===== config.mk =====
export PLATFORM = sky130hd
export DESIGN_NAME = dual_reset_ctrl
export DESIGN_NICKNAME = d
export VERILOG_FILES = /design/src/rtl/dual_rst_pkg.sv /design/src/rtl/rst_delay_path.sv /design/src/rtl/rst_sequencer.sv /design/src/rtl/dual_reset_ctrl.sv
export SDC_FILE = /design/constraint.sdc
export NUM_CORES = 1
export LEC_CHECK = 0
export ABC_CLOCK_PERIOD_IN_PS = 1900
export BUFFER_PORTS_ARGS = -buffer_cell sky130_fd_sc_hd__buf_2
export CORE_MARGIN = 2
export CORE_UTILIZATION = 54
export CTS_CLUSTER_DIAMETER = 150
export DETAILED_ROUTE_END_ITERATION = 16
export PLACE_DENSITY = 0.75
export SLEW_MARGIN = 30
export SYNTH_ARGS = -nofsm -noshare
export SYNTH_HDL_FRONTEND = slang
export SYNTH_SLANG_ARGS = --single-unit

===== constraint.sdc =====
create_clock -name clk -period 1.9 [get_ports clk]
set_input_delay 0.095 -clock clk [delete_from_list [all_inputs] [get_ports clk]]
set_output_delay 0.095 -clock clk [all_outputs]
set_load 0.02 [all_outputs]

===== src/rtl/dual_rst_pkg.sv =====
package dual_rst_pkg;
  // Strobes from the sequencer to the delay datapath.
  typedef struct packed {
    logic cntClear;  // a cause is present: zero the counter, capture the clock select
    logic cntRun;    // reset held with no cause: advance the counter
  } rstStrobeT;
endpackage


===== src/rtl/rst_delay_path.sv =====
module rst_delay_path
  import dual_rst_pkg::*;
#(
  parameter int SLOW_DIV    = 256,
  parameter int FAST_DIV    = 1024,
  parameter int SYNC_STAGES = 2
) (
  input  logic      clk,
  input  logic      extRstN,
  input  logic      fastSel,
  input  rstStrobeT strobe,
  output logic      extAsserted,
  output logic      cntDone
);
  localparam int MAX_DIV = (FAST_DIV > SLOW_DIV) ? FAST_DIV : SLOW_DIV;
  localparam int CNT_W   = $clog2(MAX_DIV);
  localparam logic [CNT_W-1:0] SLOW_LAST = CNT_W'(SLOW_DIV - 1);
  localparam logic [CNT_W-1:0] FAST_LAST = CNT_W'(FAST_DIV - 1);

  logic [SYNC_STAGES-1:0] syncQ;
  logic [CNT_W-1:0]       cnt;
  logic [CNT_W-1:0]       cntLast;
  logic                   fastQ;

  // Pin synchronizer: cleared at once by the pin, refilled with ones edge by edge.
  always_ff @(posedge clk or negedge extRstN) begin
    if (!extRstN) syncQ <= '0;
    else          syncQ <= {syncQ[SYNC_STAGES-2:0], 1'b1};
  end

  assign extAsserted = !syncQ[SYNC_STAGES-1];

  // Hold-off counter and captured clock select.
  always_ff @(posedge clk or negedge extRstN) begin
    if (!extRstN) begin
      cnt   <= '0;
      fastQ <= 1'b0;
    end else if (strobe.cntClear) begin
      cnt   <= '0;
      fastQ <= fastSel;
    end else if (strobe.cntRun) begin
      cnt   <= cntDone ? '0 : cnt + 1'b1;
    end
  end

  assign cntLast = fastQ ? FAST_LAST : SLOW_LAST;
  assign cntDone = (cnt == cntLast);

  assert_cnt_in_range_R5: assert property (@(posedge clk) disable iff (!extRstN)
    cnt <= cntLast);

  assert_select_frozen_R6: assert property (@(posedge clk) disable iff (!extRstN)
    (strobe.cntRun && !strobe.cntClear) |=> $stable(fastQ));

  assert_restart_zero_R7: assert property (@(posedge clk) disable iff (!extRstN)
    strobe.cntClear |=> (cnt == '0));
endmodule


===== src/rtl/rst_sequencer.sv =====
module rst_sequencer
  import dual_rst_pkg::*;
(
  input  logic      clk,
  input  logic      extRstN,
  input  logic      extAsserted,
  input  logic      lvdFlag,
  input  logic      lvdEn,
  input  logic      wdtOvf,
  input  logic      wdtEn,
  input  logic      cntDone,
  output rstStrobeT strobe,
  output logic      sysRstN,
  output logic      cpuRstN,
  output logic      wdtOnly
);
  logic sysAct;
  logic cpuAct;
  logic sysCause;
  logic wdtHit;

  assign sysCause = extAsserted | (lvdEn & lvdFlag);
  assign wdtHit   = wdtEn & wdtOvf;

  // Set/clear state: any cause sets, end of hold-off clears; causes take priority.
  always_ff @(posedge clk or negedge extRstN) begin
    if (!extRstN) begin
      sysAct  <= 1'b1;
      cpuAct  <= 1'b1;
      wdtOnly <= 1'b0;
    end else if (sysCause) begin
      sysAct  <= 1'b1;
      cpuAct  <= 1'b1;
      wdtOnly <= 1'b0;
    end else if (wdtHit) begin
      cpuAct  <= 1'b1;
      if (!sysAct) wdtOnly <= 1'b1;
    end else if (cpuAct && cntDone) begin
      sysAct  <= 1'b0;
      cpuAct  <= 1'b0;
    end
  end

  assign strobe.cntClear = sysCause | wdtHit;
  assign strobe.cntRun   = cpuAct & ~(sysCause | wdtHit);
  assign sysRstN         = ~sysAct;
  assign cpuRstN         = ~cpuAct;

  assert_sys_carries_cpu_R3: assert property (@(posedge clk) disable iff (!extRstN)
    sysAct |-> cpuAct);

  assert_wdt_spares_io_R4: assert property (@(posedge clk) disable iff (!extRstN)
    (wdtHit && !sysCause && !sysAct) |=> (!sysAct && cpuAct));

  assert_release_on_count_R5: assert property (@(posedge clk) disable iff (!extRstN)
    $fell(cpuAct) |-> $past(cntDone));

  assert_flag_cleared_R8: assert property (@(posedge clk) disable iff (!extRstN)
    sysCause |=> !wdtOnly);

  assert_flag_sticky_R8: assert property (@(posedge clk) disable iff (!extRstN)
    (wdtOnly && !sysCause) |=> wdtOnly);

  assert_wdt_in_sys_R9: assert property (@(posedge clk) disable iff (!extRstN)
    (wdtHit && sysAct) |=> (sysAct && !wdtOnly));
endmodule


===== src/rtl/dual_reset_ctrl.sv =====
module dual_reset_ctrl
  import dual_rst_pkg::*;
#(
  parameter int SLOW_DIV    = 256,
  parameter int FAST_DIV    = 1024,
  parameter int SYNC_STAGES = 2
) (
  input  logic clk,
  input  logic extRstN,
  input  logic lvdFlag,
  input  logic lvdEn,
  input  logic wdtOvf,
  input  logic wdtEn,
  input  logic fastSel,
  output logic sysRstN,
  output logic cpuRstN,
  output logic wdtOnly
);
  rstStrobeT strobeBus;
  logic      extAsserted;
  logic      cntDone;

  rst_delay_path #(
    .SLOW_DIV(SLOW_DIV), .FAST_DIV(FAST_DIV), .SYNC_STAGES(SYNC_STAGES)
  ) i_path (
    .clk(clk), .extRstN(extRstN), .fastSel(fastSel), .strobe(strobeBus),
    .extAsserted(extAsserted), .cntDone(cntDone)
  );

  rst_sequencer i_seq (
    .clk(clk), .extRstN(extRstN), .extAsserted(extAsserted),
    .lvdFlag(lvdFlag), .lvdEn(lvdEn), .wdtOvf(wdtOvf), .wdtEn(wdtEn),
    .cntDone(cntDone), .strobe(strobeBus),
    .sysRstN(sysRstN), .cpuRstN(cpuRstN), .wdtOnly(wdtOnly)
  );

  assert_cause_holds_cpu_R7: assert property (@(posedge clk) disable iff (!extRstN)
    strobeBus.cntClear |=> !cpuRstN);
endmodule


# --- Word-level counts from Yosys, hierarchy flattened ---
# Cells that the tools add are included.
word_totals:
  mem_bits_ro: 0
  memories: 0
  wordCells: 38
  latchBits: 0
  regBits: 16
  input_bits: 7
  ram_bits: 0
op_classes:
  shift: 0
  bitwise: 8
  n_lt_le_gt_ge: 0
  multipliers: 0
  eq_ne: 3
  n_mux: 12
  n_reduce_logical: 8
  div_mod_pow: 0
  addsub: 1
op_table:
  columns: ["cell", "count"]
  rows:
  - ["$mux W10", 4]
  - ["$add A10 B1 Y10 const B", 1]
  - ["$eq A10 B10 Y1", 1]
  - ["$mux W1", 8]
  - ["$reduce_bool A2 Y1", 3]
  - ["$reduce_and A2 Y1", 2]
  - ["$and A1 B1 Y1", 3]
  - ["$not A1 Y1", 3]
  - ["$reduce_bool A3 Y1", 1]
  - ["$ne A2 B1 Y1 const B", 1]
  - ["$ne A2 B2 Y1 const B", 1]
  - ["$or A1 B1 Y1", 2]
  - ["$logic_and A1 B1 Y1", 1]
  - ["$logic_not A1 Y1", 1]

# --- Depth between registers and ports, before layout ---
depth:
  depth_word: 7
  depth_mapped: 5

# --- Modules after synthesis ---
# Synthesis repeated with hierarchy kept, for this count alone.
hier_totals:
  hier_cells: 79
  area_unflattened_um2: 779.5
modules_own_cells:
  columns: ["module", "area_each_um2", "seq_area_each_um2", "n_inst", "cells_per_inst"]
  rows:
  - ["rst_delay_path", 633.1, 325.3, 1, 65]
  - ["rst_sequencer", 146.4, 77.6, 1, 14]

# --- Least setup slack after synthesis ---
# OpenSTA, ideal clock, no wires.
synth_path:
  path_type: "register to register"
  start: "register i_path.cnt[8]"
  end: "register i_path.cnt[7]"
  path_buffers: 0
  path_slack_ps: 340
  setup_ps: 135
  path_stages_with_launch: 5
  synth_period_minus_slack_ps: 1560
  t_arrival_ps: 1424
  path_cell_list: "dfrtp_1 > or4b_1 > a211o_2 > a21oi_2 > nor3_1"
synth_via:
  elab_chain_len: 4
synth_lines:
  columns: ["element", "line", "text"]
  rows:
  - ["start: declaration", "rst_delay_path.sv:21", "logic [CNT_W-1:0] cnt;"]
  - ["start signal: assignment", "rst_delay_path.sv:42", "cnt <= cntDone ? '0 : cnt + 1'b1;"]
  - ["$eq A10 B10 Y1", "rst_delay_path.sv:47", "assign cntDone = (cnt == cntLast);"]
  - ["$mux W10", "rst_delay_path.sv:42", null]
  - ["$mux W10", "rst_delay_path.sv:41", "end else if (strobe.cntRun) begin"]
  - ["$mux W10", "rst_delay_path.sv:38", "end else if (strobe.cntClear) begin"]
# No other way between the ends. The select of a mux whose other input is x is not followed.
# A chain may end at the register's enable or synchronous reset.

# --- Final worst setup path ---
layout_path:
  start: "register i_path.cnt[8]"
  end: "register i_path.cnt[5]"
# The elaborated chain is that of the path after synthesis.

==> results.json <==
{
  "netlist.area_leader.share_pct": 45.3,
  "setup_viol": 0,
  "fin_ws_ns": 0.232,
  "fp.dieH_um": 41.8,
  "finClkSkew_ns": 0.00351,
  "first_pass_iters": 4,
  "numCtsBuffers": 3,
  "drc": 0,
  "cts_hold_buf": 1,
  "p_leak_nw": 0.401,
  "ctsResizeCount": 0,
  "yosys_warnings": 0,
  "chipWidth_um": 41.8,
  "clk_pin_slew_ns": 0.09,
  "grt_pass1_vias": 613,
  "grt_first_pass_wirelength_um": 2560,
  "nNetsFinal": 103,
  "htree_levels": 1,
  "cts_buffer_depth": 2,
  "synth_top_area_cell": "dfrtp_1",
  "place_congestion": 0.856,
  "netlist_area_sq_um": 773,
  "fp.dieArea_sq_mm": 0.00175,
  "hold_ws_ns": 0.0200,
  "clk_latency_ns": 0.28,
  "status": "complete, no violations",
  "post_cts_buffers": 0,
  "grt_max_degree": 17,
  "worstPathRequired_ns": 2.05,
  "vias_per_cell": 5.71,
  "seq_area_frac_synth_pct": 52.1,
  "totalWireLength_um": 1500,
  "rows": 13,
  "diodes": 0,
  "synth.distinct_cells": 30,
  "grt_usage_pct": 18.9,
  "place_ws_ns": 0.253,
  "r2r-start": "i_path.cnt[8]$_DFFE_PN0P_",
  "post_drt_wl_per_cell_um": 13.7,
  "ios": 10,
  "hpwlAfterDp_um": 1080,
  "hold_viol": 0,
  "start_util_pct": 58.7,
  "tns_ns": 0,
  "gr-total-overflow": 0,
  "syn_avg_cell_area_sq_um": 9.55,
  "hold_path_class": "input pin to register",
  "synth_area_leaders": "dfrtp_1, dfstp_2, nand2_1, nor2_1, xor2_1",
  "min_period_ns": 1.67,
  "syn_nets": 89,
  "critical_path_arrival_ns": 1.82,
  "slew_violations": 0,
  "place_inst": 104,
  "instances_no_fill": 109,
  "path_max_fanout": 7,
  "irDropWorstVdd_mv": 0.427,
  "hold_path.startpoint": "fastSel",
  "port_buffers": 9,
  "startpoint_type": "register",
  "cts_root_buffer": "clkbuf_4",
  "cts_tree": "done",
  "cts.sinks": 16,
  "maxCapViolations": 0,
  "power_density_mw_per_mm2": 689,
  "via_count": 622,
  "core_sq_mm": 0.00132,
  "drive_gt1_share_pct": 21.3,
  "antenna_left": 0,
  "critPathCaptureType": "register",
  "antenna_found_initial": 0,
  "drt_iter0_markers": 15,
  "rsz0062_at_grt": "no",
  "ys_ff_latch": 16,
  "criticalPathCategory": "register to register",
  "period_share_pct": 87.8,
  "synth_cells": 81,
  "area_delta_synth_final_pct": 14.1,
  "fmax_ghz": 0.600,
  "crit_start": "i_path.cnt[8]$_DFFE_PN0P_"
}
==> critical path: stages, from the launching register on <==
cell and delay (ns):
dfrtp_1 0.42, or4b_1 0.53, a211o_2 0.39, o211ai_2 0.10, a31oi_1 0.09
==> cell type report <==
type | count | area, sq um
fill | 109 | 435
timing repair buffer | 11 | 62.6
tap | 15 | 18.8
clock buffer | 4 | 36.3
multi-input combinational | 60 | 350
sequential | 16 | 403
inverter | 3 | 11.3
==> synth_stat cells <==
| master | instances |
|---|---|
| o21a_1 | 1 |
| a311oi_1 | 1 |
| nand2b_1 | 1 |
| nor4_1 | 1 |
| dfrtp_1 | 14 |
| ha_1 | 1 |
| a31oi_1 | 1 |
| nand3_1 | 5 |
| o31ai_1 | 1 |
| o21ai_0 | 1 |
| a211o_2 | 1 |
| buf_2 | 1 |
| or4b_1 | 1 |
| o311ai_0 | 1 |
| clkbuf_1 | 1 |
| and3_1 | 2 |
| o211ai_2 | 1 |
| inv_1 | 3 |
| a21oi_1 | 5 |
| a21oi_2 | 1 |
| xor2_1 | 3 |
| conb_1 | 1 |
| nor3_2 | 1 |
| nand4_1 | 4 |
| a21boi_0 | 1 |
| nand2_1 | 12 |
| nor3_1 | 4 |
| dfstp_2 | 2 |
| mux2i_1 | 1 |
| nor2_1 | 8 |
==> final timing paths <==
check / to / depth (start not counted) / slack [ns]
worst min register to register: i_path.syncQ[1]$_DFF_PN0_ / 0 / 0.36
max in group asynchronous: i_seq.sysAct$_DFFE_PN1P_ / 2 / 1.34
worst max-delay path: i_path.cnt[5]$_DFFE_PN0P_ / 4 / 0.23
worst max register to register: i_path.cnt[5]$_DFFE_PN0P_ / 4 / 0.23
worst min-delay path: i_path.fastQ$_DFFE_PN0N_ / 3 / 0.02
min in group asynchronous: i_seq.wdtOnly$_DFFE_PN0P_ / 2 / 0.25
==> power by group <==
part,leakage (nW),internal [mW],switching (mW)
clock,0.0210,0.116,0.102
combinational,0.171,0.0133,0.0218
sequential,0.209,0.348,0.00609
==> metal layers <==
metal / routed length [um] / vias up / global-route usage (%) / part of all wire (%)
met3: 32 / 2 / 2.61 / 2.1
met1: 725 / 302 / 25.3 / 48
li1: - / 312 / - / -
met2: 721 / 6 / 30.6 / 48
met5: 0 / - / 0 / 0
met4: 17 / 0 / 7.74 / 1.1
==> cell families (layout without fill, tap and decap cells) <==
group,count (synthesis),in the layout,share of synthesized area (%)
compound gates,15,15,13.9
xor+xnor,3,3,3.40
fa+ha+maj,1,1,1.62
buf+inv,5,18,2.59
flops,16,16,52.1
mux,1,1,1.29
other cells,1,1,0.485
simple gates,39,39,24.6
==> per-stage QoR <==
step	total power [mW]	instance area (sq um)	utilization (%)
4_1_cts	0.614	882	67.0
3_3_place_gp	0.393	836	63.4
6_report	0.608	882	67.0
5_1_grt	0.633	882	67.0
2_1_floorplan	0.375	773	-
3_5_place_dp	0.394	836	63.4
==> cells in the final DEF, fill, tap and decap left out, types with 2 or more instances in the layout <==
master / n
a21oi_1: 5
and3_1: 2
buf_2: 9
clkbuf_4: 3
dfrtp_1: 14
dfstp_2: 2
inv_1: 3
nand2_1: 12
nand3_1: 5
nand4_1: 4
nor2_1: 8
nor3_1: 4
xor2_1: 3
==> flip-flops by register name, summed over array words and instances (netlist names) <==
| name | cells |
|---|---|
| i_seq.wdtOnly | 1 |
| i_path.syncQ | 2 |
| i_path.fastQ | 1 |
| i_seq.cpuAct | 1 |
| i_seq.sysAct | 1 |
| i_path.cnt | 10 |
Note: power is estimated with default switching activity, not from simulation.
